[src/rtl/mp_rx_pkg.sv]
package mp_rx_pkg;

    localparam int DATA_W = 8;
    localparam int OVS    = 16;
    localparam int CNT_W  = $clog2(OVS);
    localparam int NBITS  = DATA_W + 1;
    localparam int NB_W   = $clog2(NBITS + 1);

    typedef enum logic [1:0] {
        LN_IDLE  = 2'd0,
        LN_START = 2'd1,
        LN_BITS  = 2'd2,
        LN_STOP  = 2'd3
    } line_state_t;

    typedef struct packed {
        logic [DATA_W-1:0] payload;
        logic              is_addr;
        logic              stop_ok;
    } rx_char_t;

    function automatic logic at_count(input logic [CNT_W-1:0] c, input int lim);
        return c == CNT_W'(lim - 1);
    endfunction

endpackage

[src/rtl/mp_rx_deframer.sv]
module mp_rx_deframer
    import mp_rx_pkg::*;
(
    input  logic     clk,
    input  logic     rst,
    input  logic     enable,
    input  logic     rx,
    input  logic     tick,
    output logic     char_done,
    output rx_char_t char_q
);

    logic [1:0]        sync_q;
    line_state_t       st;
    logic [CNT_W-1:0]  cnt;
    logic [NB_W-1:0]   nbit;
    logic [NBITS-1:0]  shreg;
    logic              rx_s;

    assign rx_s = sync_q[1];

    always_ff @(posedge clk) begin
        if (rst) sync_q <= 2'b11;
        else     sync_q <= {sync_q[0], rx};
    end

    always_ff @(posedge clk) begin
        if (rst || !enable) begin
            st        <= LN_IDLE;
            cnt       <= '0;
            nbit      <= '0;
            shreg     <= '0;
            char_done <= 1'b0;
            char_q    <= '0;
        end else begin
            char_done <= 1'b0;
            if (tick) begin
                unique case (st)
                    LN_IDLE: begin
                        if (!rx_s) begin
                            st  <= LN_START;
                            cnt <= '0;
                        end
                    end
                    LN_START: begin
                        if (at_count(cnt, OVS/2)) begin
                            cnt  <= '0;
                            nbit <= '0;
                            st   <= rx_s ? LN_IDLE : LN_BITS;
                        end else begin
                            cnt <= cnt + 1'b1;
                        end
                    end
                    LN_BITS: begin
                        if (at_count(cnt, OVS)) begin
                            cnt   <= '0;
                            shreg <= {rx_s, shreg[NBITS-1:1]};
                            if (nbit == NB_W'(NBITS - 1)) st <= LN_STOP;
                            else                          nbit <= nbit + 1'b1;
                        end else begin
                            cnt <= cnt + 1'b1;
                        end
                    end
                    LN_STOP: begin
                        if (at_count(cnt, OVS)) begin
                            cnt             <= '0;
                            st              <= LN_IDLE;
                            char_done       <= 1'b1;
                            char_q.payload  <= shreg[DATA_W-1:0];
                            char_q.is_addr  <= shreg[NBITS-1];
                            char_q.stop_ok  <= rx_s;
                        end else begin
                            cnt <= cnt + 1'b1;
                        end
                    end
                    default: st <= LN_IDLE;
                endcase
            end
        end
    end

    AST_DONE_IS_PULSE: assert property (@(posedge clk) disable iff (rst)
        char_done |=> !char_done);

    AST_DONE_FROM_STOP: assert property (@(posedge clk) disable iff (rst)
        $rose(char_done) |-> $past(st == LN_STOP));

endmodule

[src/rtl/mp_rx_filter.sv]
module mp_rx_filter
    import mp_rx_pkg::*;
(
    input  logic              clk,
    input  logic              rst,
    input  logic              enable,
    input  logic              char_done,
    input  rx_char_t          char_q,
    input  logic [DATA_W-1:0] station_id,
    input  logic              out_ready,
    output logic [DATA_W-1:0] out_data,
    output logic              out_valid,
    output logic              selected,
    output logic              framing_err,
    output logic              overrun
);

    logic pop;
    assign pop = out_valid && out_ready;

    always_ff @(posedge clk) begin
        if (rst) begin
            out_data    <= '0;
            out_valid   <= 1'b0;
            selected    <= 1'b0;
            framing_err <= 1'b0;
            overrun     <= 1'b0;
        end else begin
            framing_err <= 1'b0;
            overrun     <= 1'b0;
            if (pop) out_valid <= 1'b0;
            if (!enable) begin
                selected <= 1'b0;
            end else if (char_done) begin
                if (!char_q.stop_ok) begin
                    framing_err <= 1'b1;
                end else if (char_q.is_addr) begin
                    selected <= (char_q.payload == station_id);
                end else if (selected) begin
                    if (out_valid && !pop) begin
                        overrun <= 1'b1;
                    end else begin
                        out_data  <= char_q.payload;
                        out_valid <= 1'b1;
                    end
                end
            end
        end
    end

    AST_HOLD_UNTIL_READ: assert property (@(posedge clk) disable iff (rst)
        (out_valid && !out_ready) |=> (out_valid && $stable(out_data)));

    AST_OVR_WHILE_FULL: assert property (@(posedge clk) disable iff (rst)
        overrun |-> $past(out_valid));

    AST_LOAD_NEEDS_SEL: assert property (@(posedge clk) disable iff (rst)
        $rose(out_valid) |-> $past(selected));

    AST_ERR_EXCLUSIVE: assert property (@(posedge clk) disable iff (rst)
        !(framing_err && overrun));

    AST_DESEL_WHEN_OFF: assert property (@(posedge clk) disable iff (rst)
        !enable |=> !selected);

endmodule

[src/rtl/mp_rx_station.sv]
module mp_rx_station
    import mp_rx_pkg::*;
(
    input  logic              clk,
    input  logic              rst,
    input  logic              enable,
    input  logic              rx,
    input  logic              tick,
    input  logic [DATA_W-1:0] station_id,
    output logic [DATA_W-1:0] out_data,
    output logic              out_valid,
    input  logic              out_ready,
    output logic              selected,
    output logic              framing_err,
    output logic              overrun
);

    logic     char_done;
    rx_char_t char_q;

    mp_rx_deframer u_deframer (
        .clk       (clk),
        .rst       (rst),
        .enable    (enable),
        .rx        (rx),
        .tick      (tick),
        .char_done (char_done),
        .char_q    (char_q)
    );

    mp_rx_filter u_filter (
        .clk         (clk),
        .rst         (rst),
        .enable      (enable),
        .char_done   (char_done),
        .char_q      (char_q),
        .station_id  (station_id),
        .out_ready   (out_ready),
        .out_data    (out_data),
        .out_valid   (out_valid),
        .selected    (selected),
        .framing_err (framing_err),
        .overrun     (overrun)
    );

endmodule

[config.mk]
export PLATFORM = sky130hd
export DESIGN_NAME = mp_rx_station
export DESIGN_NICKNAME = d
export VERILOG_FILES = /design/src/rtl/mp_rx_pkg.sv /design/src/rtl/mp_rx_deframer.sv /design/src/rtl/mp_rx_filter.sv /design/src/rtl/mp_rx_station.sv
export SDC_FILE = /design/constraint.sdc
export NUM_CORES = 1
export LEC_CHECK = 0
export ABC_CLOCK_PERIOD_IN_PS = 1710
export BUFFER_PORTS_ARGS = -buffer_cell sky130_fd_sc_hd__buf_4
export CORE_UTILIZATION = 46
export DETAILED_ROUTE_END_ITERATION = 7
export PLACE_DENSITY = 0.66
export SLEW_MARGIN = 30
export SYNTH_ARGS = -nofsm -noshare
export SYNTH_HDL_FRONTEND = slang
export SYNTH_SLANG_ARGS = --single-unit
[constraint.sdc]
create_clock -name clk -period 1.71 [get_ports clk]
set_input_delay 0.342 -clock clk [delete_from_list [all_inputs] [get_ports clk]]
set_output_delay 0.342 -clock clk [all_outputs]
set_load 0.02 [all_outputs]
== After elaboration in Yosys (flattened, before gate mapping) ==
Cells that the tools add are included.

* $add $sub $neg: 2
* Equality and inequality tests: 13
* Muxes and demuxes: 25
* Bitwise gates (word level): 8
* Reductions and logical operators: 19

{| class="wikitable"
|+ Operator list
! cell !! number
|-
| $mux 4 || 6
|-
| $mux 2 || 6
|-
| $pmux 4 s3 || 1
|-
| $reduce_and 6->1 || 2
|-
| $mux 1 || 10
|-
| $reduce_and 3->1 || 3
|-
| $add 4x1->4 const B || 2
|-
| $eq 4x4->1 const B || 2
|-
| $eq 8x8->1 || 1
|-
| $ne 2x1->1 const B || 4
|-
| $not 1->1 || 8
|-
| $pmux 2 s4 || 1
|-
| $pmux 4 s2 || 1
|-
| $reduce_or 3->1 || 2
|-
| $reduce_or 6->1 || 1
|-
| $reduce_and 5->1 || 1
|-
| $eq 2x2->1 const B || 2
|-
| $eq 4x3->1 const B || 1
|-
| $ne 2x2->1 const B || 2
|-
| $reduce_or 2->1 || 2
|-
| $eq 2x1->1 const B || 1
|-
| $logic_and 1x1->1 || 2
|-
| $logic_not 1->1 || 2
|-
| $logic_not 2->1 || 1
|-
| 3 further kinds || 3
|}

* Bits in registers: 44

== Depth between registers and ports, before layout ==
* Word-level depth: 9
* Gate-level depth with buffers: 6
* Depth with buffers taken out: 6

== Hierarchy ==
From an unflattened synthesis, not the netlist that was laid out.

* Cells, all modules: 224
* Area, all modules: 2030.7 um^2

{| class="wikitable"
|+ Modules (own cells, without submodules)
! module !! instances !! cells an instance !! area an instance (um^2) !! sequential area each (um^2)
|-
| mp_rx_deframer || 1 || 158 || 1412.6 || 640.6
|-
| mp_rx_filter || 1 || 66 || 618.1 || 240.2
|}

== Least setup slack after synthesis ==
No wires, ideal clock.

* Path type: register to register
* From: register u_deframer.cnt[0]
* To: register u_deframer.nbit[1]
* Setup time: 0.116 ns
* Arrival time: 1.396 ns
* Path slack: 0.198 ns
* Stages on the path, launching flop included: 5
* Period minus slack after synthesis: 1.512 ns
* Cell sequence: dfxtp_1 ha_1 nand2_1 or4_1 a41o_1

* Longest elaborated chain between the ends: 3
* Elaborated cells on any way between the ends: 5

{| class="wikitable"
|+ Ends and longest elaborated chain
! element !! RTL line !! RTL
|-
| start: declaration || mp_rx_deframer.sv:15 || <nowiki>logic [CNT_W-1:0] cnt;</nowiki>
|-
| start signal: assignment || mp_rx_deframer.sv:51 || <nowiki>cnt <= cnt + 1'b1;</nowiki>
|-
| start signal: assignment || mp_rx_deframer.sv:61 || <nowiki>cnt <= cnt + 1'b1;</nowiki>
|-
| start signal: assignment || mp_rx_deframer.sv:73 || <nowiki>cnt <= cnt + 1'b1;</nowiki>
|-
| $eq 4x4->1 / $eq 4x3->1 (equally long branches) || mp_rx_pkg.sv:23 || <nowiki>return c == CNT_W'(lim - 1);</nowiki>
|-
| $ne 2x1->1 (no source line) || - ||
|-
| $reduce_and 5->1 (no source line) (*) || - ||
|-
| end signal: assignment || mp_rx_deframer.sv:59 || <nowiki>else nbit <= nbit + 1'b1;</nowiki>
|-
| end: declaration || mp_rx_deframer.sv:16 || <nowiki>logic [NB_W-1:0] nbit;</nowiki>
|}

Every way passes the cells marked *; elsewhere a longest branch is shown, timed or not.
A chain may end at the register's enable or synchronous reset.

== Worst setup path in the final report ==
Ends and elaborated chain as after synthesis.

==> impl_metrics.ini <==
[worst_setup_path]
r2r_slack_ps = 60
reg2reg_from = u_deframer.cnt[0]
critPathKind = reg2reg
r2r_end = u_deframer.nbit[1]
cp.required_ps = 1900
r2r_cells = 4
path_max_fanout = 5
worstPathArrival_ps = 1830
cp-end-kind = flop
start_kind = flop
crit_path_cell_trace = ha_1 > nand2_1 > or4_1 > a41o_1
slowest_delay_ps = 560
slowest_stage = or4_1

[finish]
layout-drive-gt1-share = 0.207
postLayoutCoreUtil = 0.587
diodes = 0
fin_cells = 275
nNetsFinal = 244
area_delta_synth_final_pct = 18.0

[sta]
report.final.slew_viol_count = 0
tightest_slew_ps = 482
finalCritPeriodShare = 0.962
fin_crit_ps = 1650
slew_headroom = 0.678
fmax_ghz = 0.608
setup_violations = 0
hold_slack_ps = 236
skew_ps = 6.64
grt_setup_unrepaired = false
hold_violations = 0
fin_setup_tns_ps = 0

[floorplan]
io_pins = 26
row_count = 22
dieArea_mm2 = 0.00433
die_h_um = 65.8
start_util = 0.497
core_area_mm2 = 0.00377
dieWidth_um = 65.8

[detailed_routing]
vias = 1466
dr.pass1.iters = 4
wire_per_inst_um = 13.1
drt-total-wl_um = 3600
routed_via_density = 5.33
ant_nets = 0
drc = 0
drt_iter0_markers = 57

[cts]
clkTransAtPathRegs_ps = 80
clockRootBuffer = clkbuf_8
cts-buffers-inserted = 5
cts_htree_levels = 2
cts_tree = done
clockBufferDepth = 2
cts_num_sinks = 44
clock_latency_ps = 290

[power_and_ir_drop]
ir_worst_vdd_mv = 0.375
p_total_uw = 1700
p_leak_uw = 0.000807
power-per-cell-area_mw_per_mm2 = 770

[synth]
syn_inst = 200
synth_common_cells = dfxtp_1, nor2_1, mux2i_1, nand2_1, a21oi_1
yosys-top-cells-area = dfxtp_1, mux2i_1, nor2_1
synth_top_area_cell = dfxtp_1
ys_seq_area_frac = 0.470
syn_avg_cell_area_um2 = 9.37
synth.cell_area_mm2 = 0.00187
synth-warning-count = 0
synth_top_flop_cell = dfxtp_1
yosysUniqueCellTypes = 42
synth_nets = 217
async_reset_ff_frac = 0
synth_top_cell_area_share = 0.470
synth_edf_count = 0
synthMostInstantiatedCell = dfxtp_1
ys_ff_latch = 44

[hold_path]
min_from = rx
hold_class = in2reg
hold_depth = 2
hold_end = u_deframer.sync_q[0]

[global_route]
grt_pass1_vias = 1359
grt_max_degree = 21
overflow = 0
grt_usage = 0.180
antenna_found_initial = 0
grt_pass1_wl_um = 5980

[placed_design]
port_buffers = 25
dp_hpwl_um = 2670
dp_cells = 268
gp_congestion = 0.728

[run]
cap_viol_max_count = 0

[status]
status = finished clean
-- per-layer routing --
| metal | vias up | wire length [µm] | track usage | share of wire |
|---|---|---|---|---|
| met5 | - | 0 | 0 | 0 |
| met4 | 0 | 42 | 0.0489 | 0.012 |
| met3 | 5 | 150 | 0.0466 | 0.042 |
| met2 | 26 | 1600 | 0.291 | 0.44 |
| met1 | 687 | 1810 | 0.234 | 0.50 |
| li1 | 748 | - | - | - |
-- cell usage in the layout, fill, tap and decap left out, types with 2 or more instances in the layout --
cell type	count
a21oi_1	13
nor2b_1	3
nand2b_1	2
and2_1	2
inv_1	3
nor3_1	2
o21ai_1	10
a22oi_1	2
nor4_1	2
xor2_1	10
mux2i_1	19
buf_4	28
clkbuf_8	5
or2_2	2
nor2_1	25
nand3_1	5
o21ai_0	2
nand4_1	6
dfxtp_1	44
ha_1	3
nand2_1	16
-- sequential cells by signal, summed over array words and instances, names as in the netlist, 2 cells and up, named ones only --
signal	flops
u_deframer.char_q	10
u_deframer.shreg	9
u_filter.out_data	8
u_deframer.cnt	4
u_deframer.nbit	4
u_deframer.sync_q	2
-- logic make-up after synthesis --
kind of cell	after synthesis	synth area share
compound gates	34	0.113
fa+ha+maj	3	0.0200
mux	19	0.101
buf+inv	13	0.0334
xor+xnor	11	0.0554
simple gates	76	0.207
flops	44	0.470
-- worst max-delay path, delay by kind of cell, from the launching register on --
| family | cells | cell delay, ps |
|---|---|---|
| and+or+nand+nor | 2 | 650 |
| DFF | 1 | 390 |
| AOI/OAI and AO/OA | 1 | 260 |
| adders and majority gates | 1 | 250 |
-- what timing repair did --
action,CTS,global route
endpoints found under the setup margin,0,1
resized for setup,0,1
buffers inserted,0,0
hold buffers,0,0
-- cell type report --
class | instances | area (µm²)
well taps | 48 | 60.1
clock buffers | 5 | 68.8
inverters | 3 | 11.3
clock inverters | 2 | 12.5
flip-flops and latches | 44 | 881
fillers | 325 | 1560
multi-input cells | 143 | 937
repair buffers | 30 | 241
-- per-stage QoR --
stage / instance area, µm² / setup WS (ps)
global placement: 2130 / 149
floorplan: 1870 / 198
finish: 2210 / 64.3
CTS: 2210 / 72.9
global route: 2210 / 11.7
detailed placement: 2130 / 97.1
-- worst max-delay path by stage --
stage	startpoint	endpoint	slack, ps	cells past startpoint
floorplan	u_deframer.cnt[0]	u_deframer.nbit[1]	200	4
global placement	u_deframer.cnt[0]	u_deframer.nbit[1]	150	4
detailed placement	u_deframer.cnt[0]	u_deframer.nbit[1]	100	4
CTS	u_deframer.cnt[0]	u_deframer.nbit[1]	70	4
global route	u_deframer.cnt[0]	u_deframer.nbit[1]	10	4
finish	u_deframer.cnt[0]	u_deframer.nbit[1]	60	4
-- report_power, final --
group          total [µW]  leakage [µW]  switching [µW]  internal (µW)
Clock                 606     0.0000400             330            277
Combinational        68.0      0.000413            33.5           34.5
Sequential           1030      0.000355            2.65           1030
Total                1700      0.000807             366           1340
Note: power is estimated with default switching activity, not from simulation.
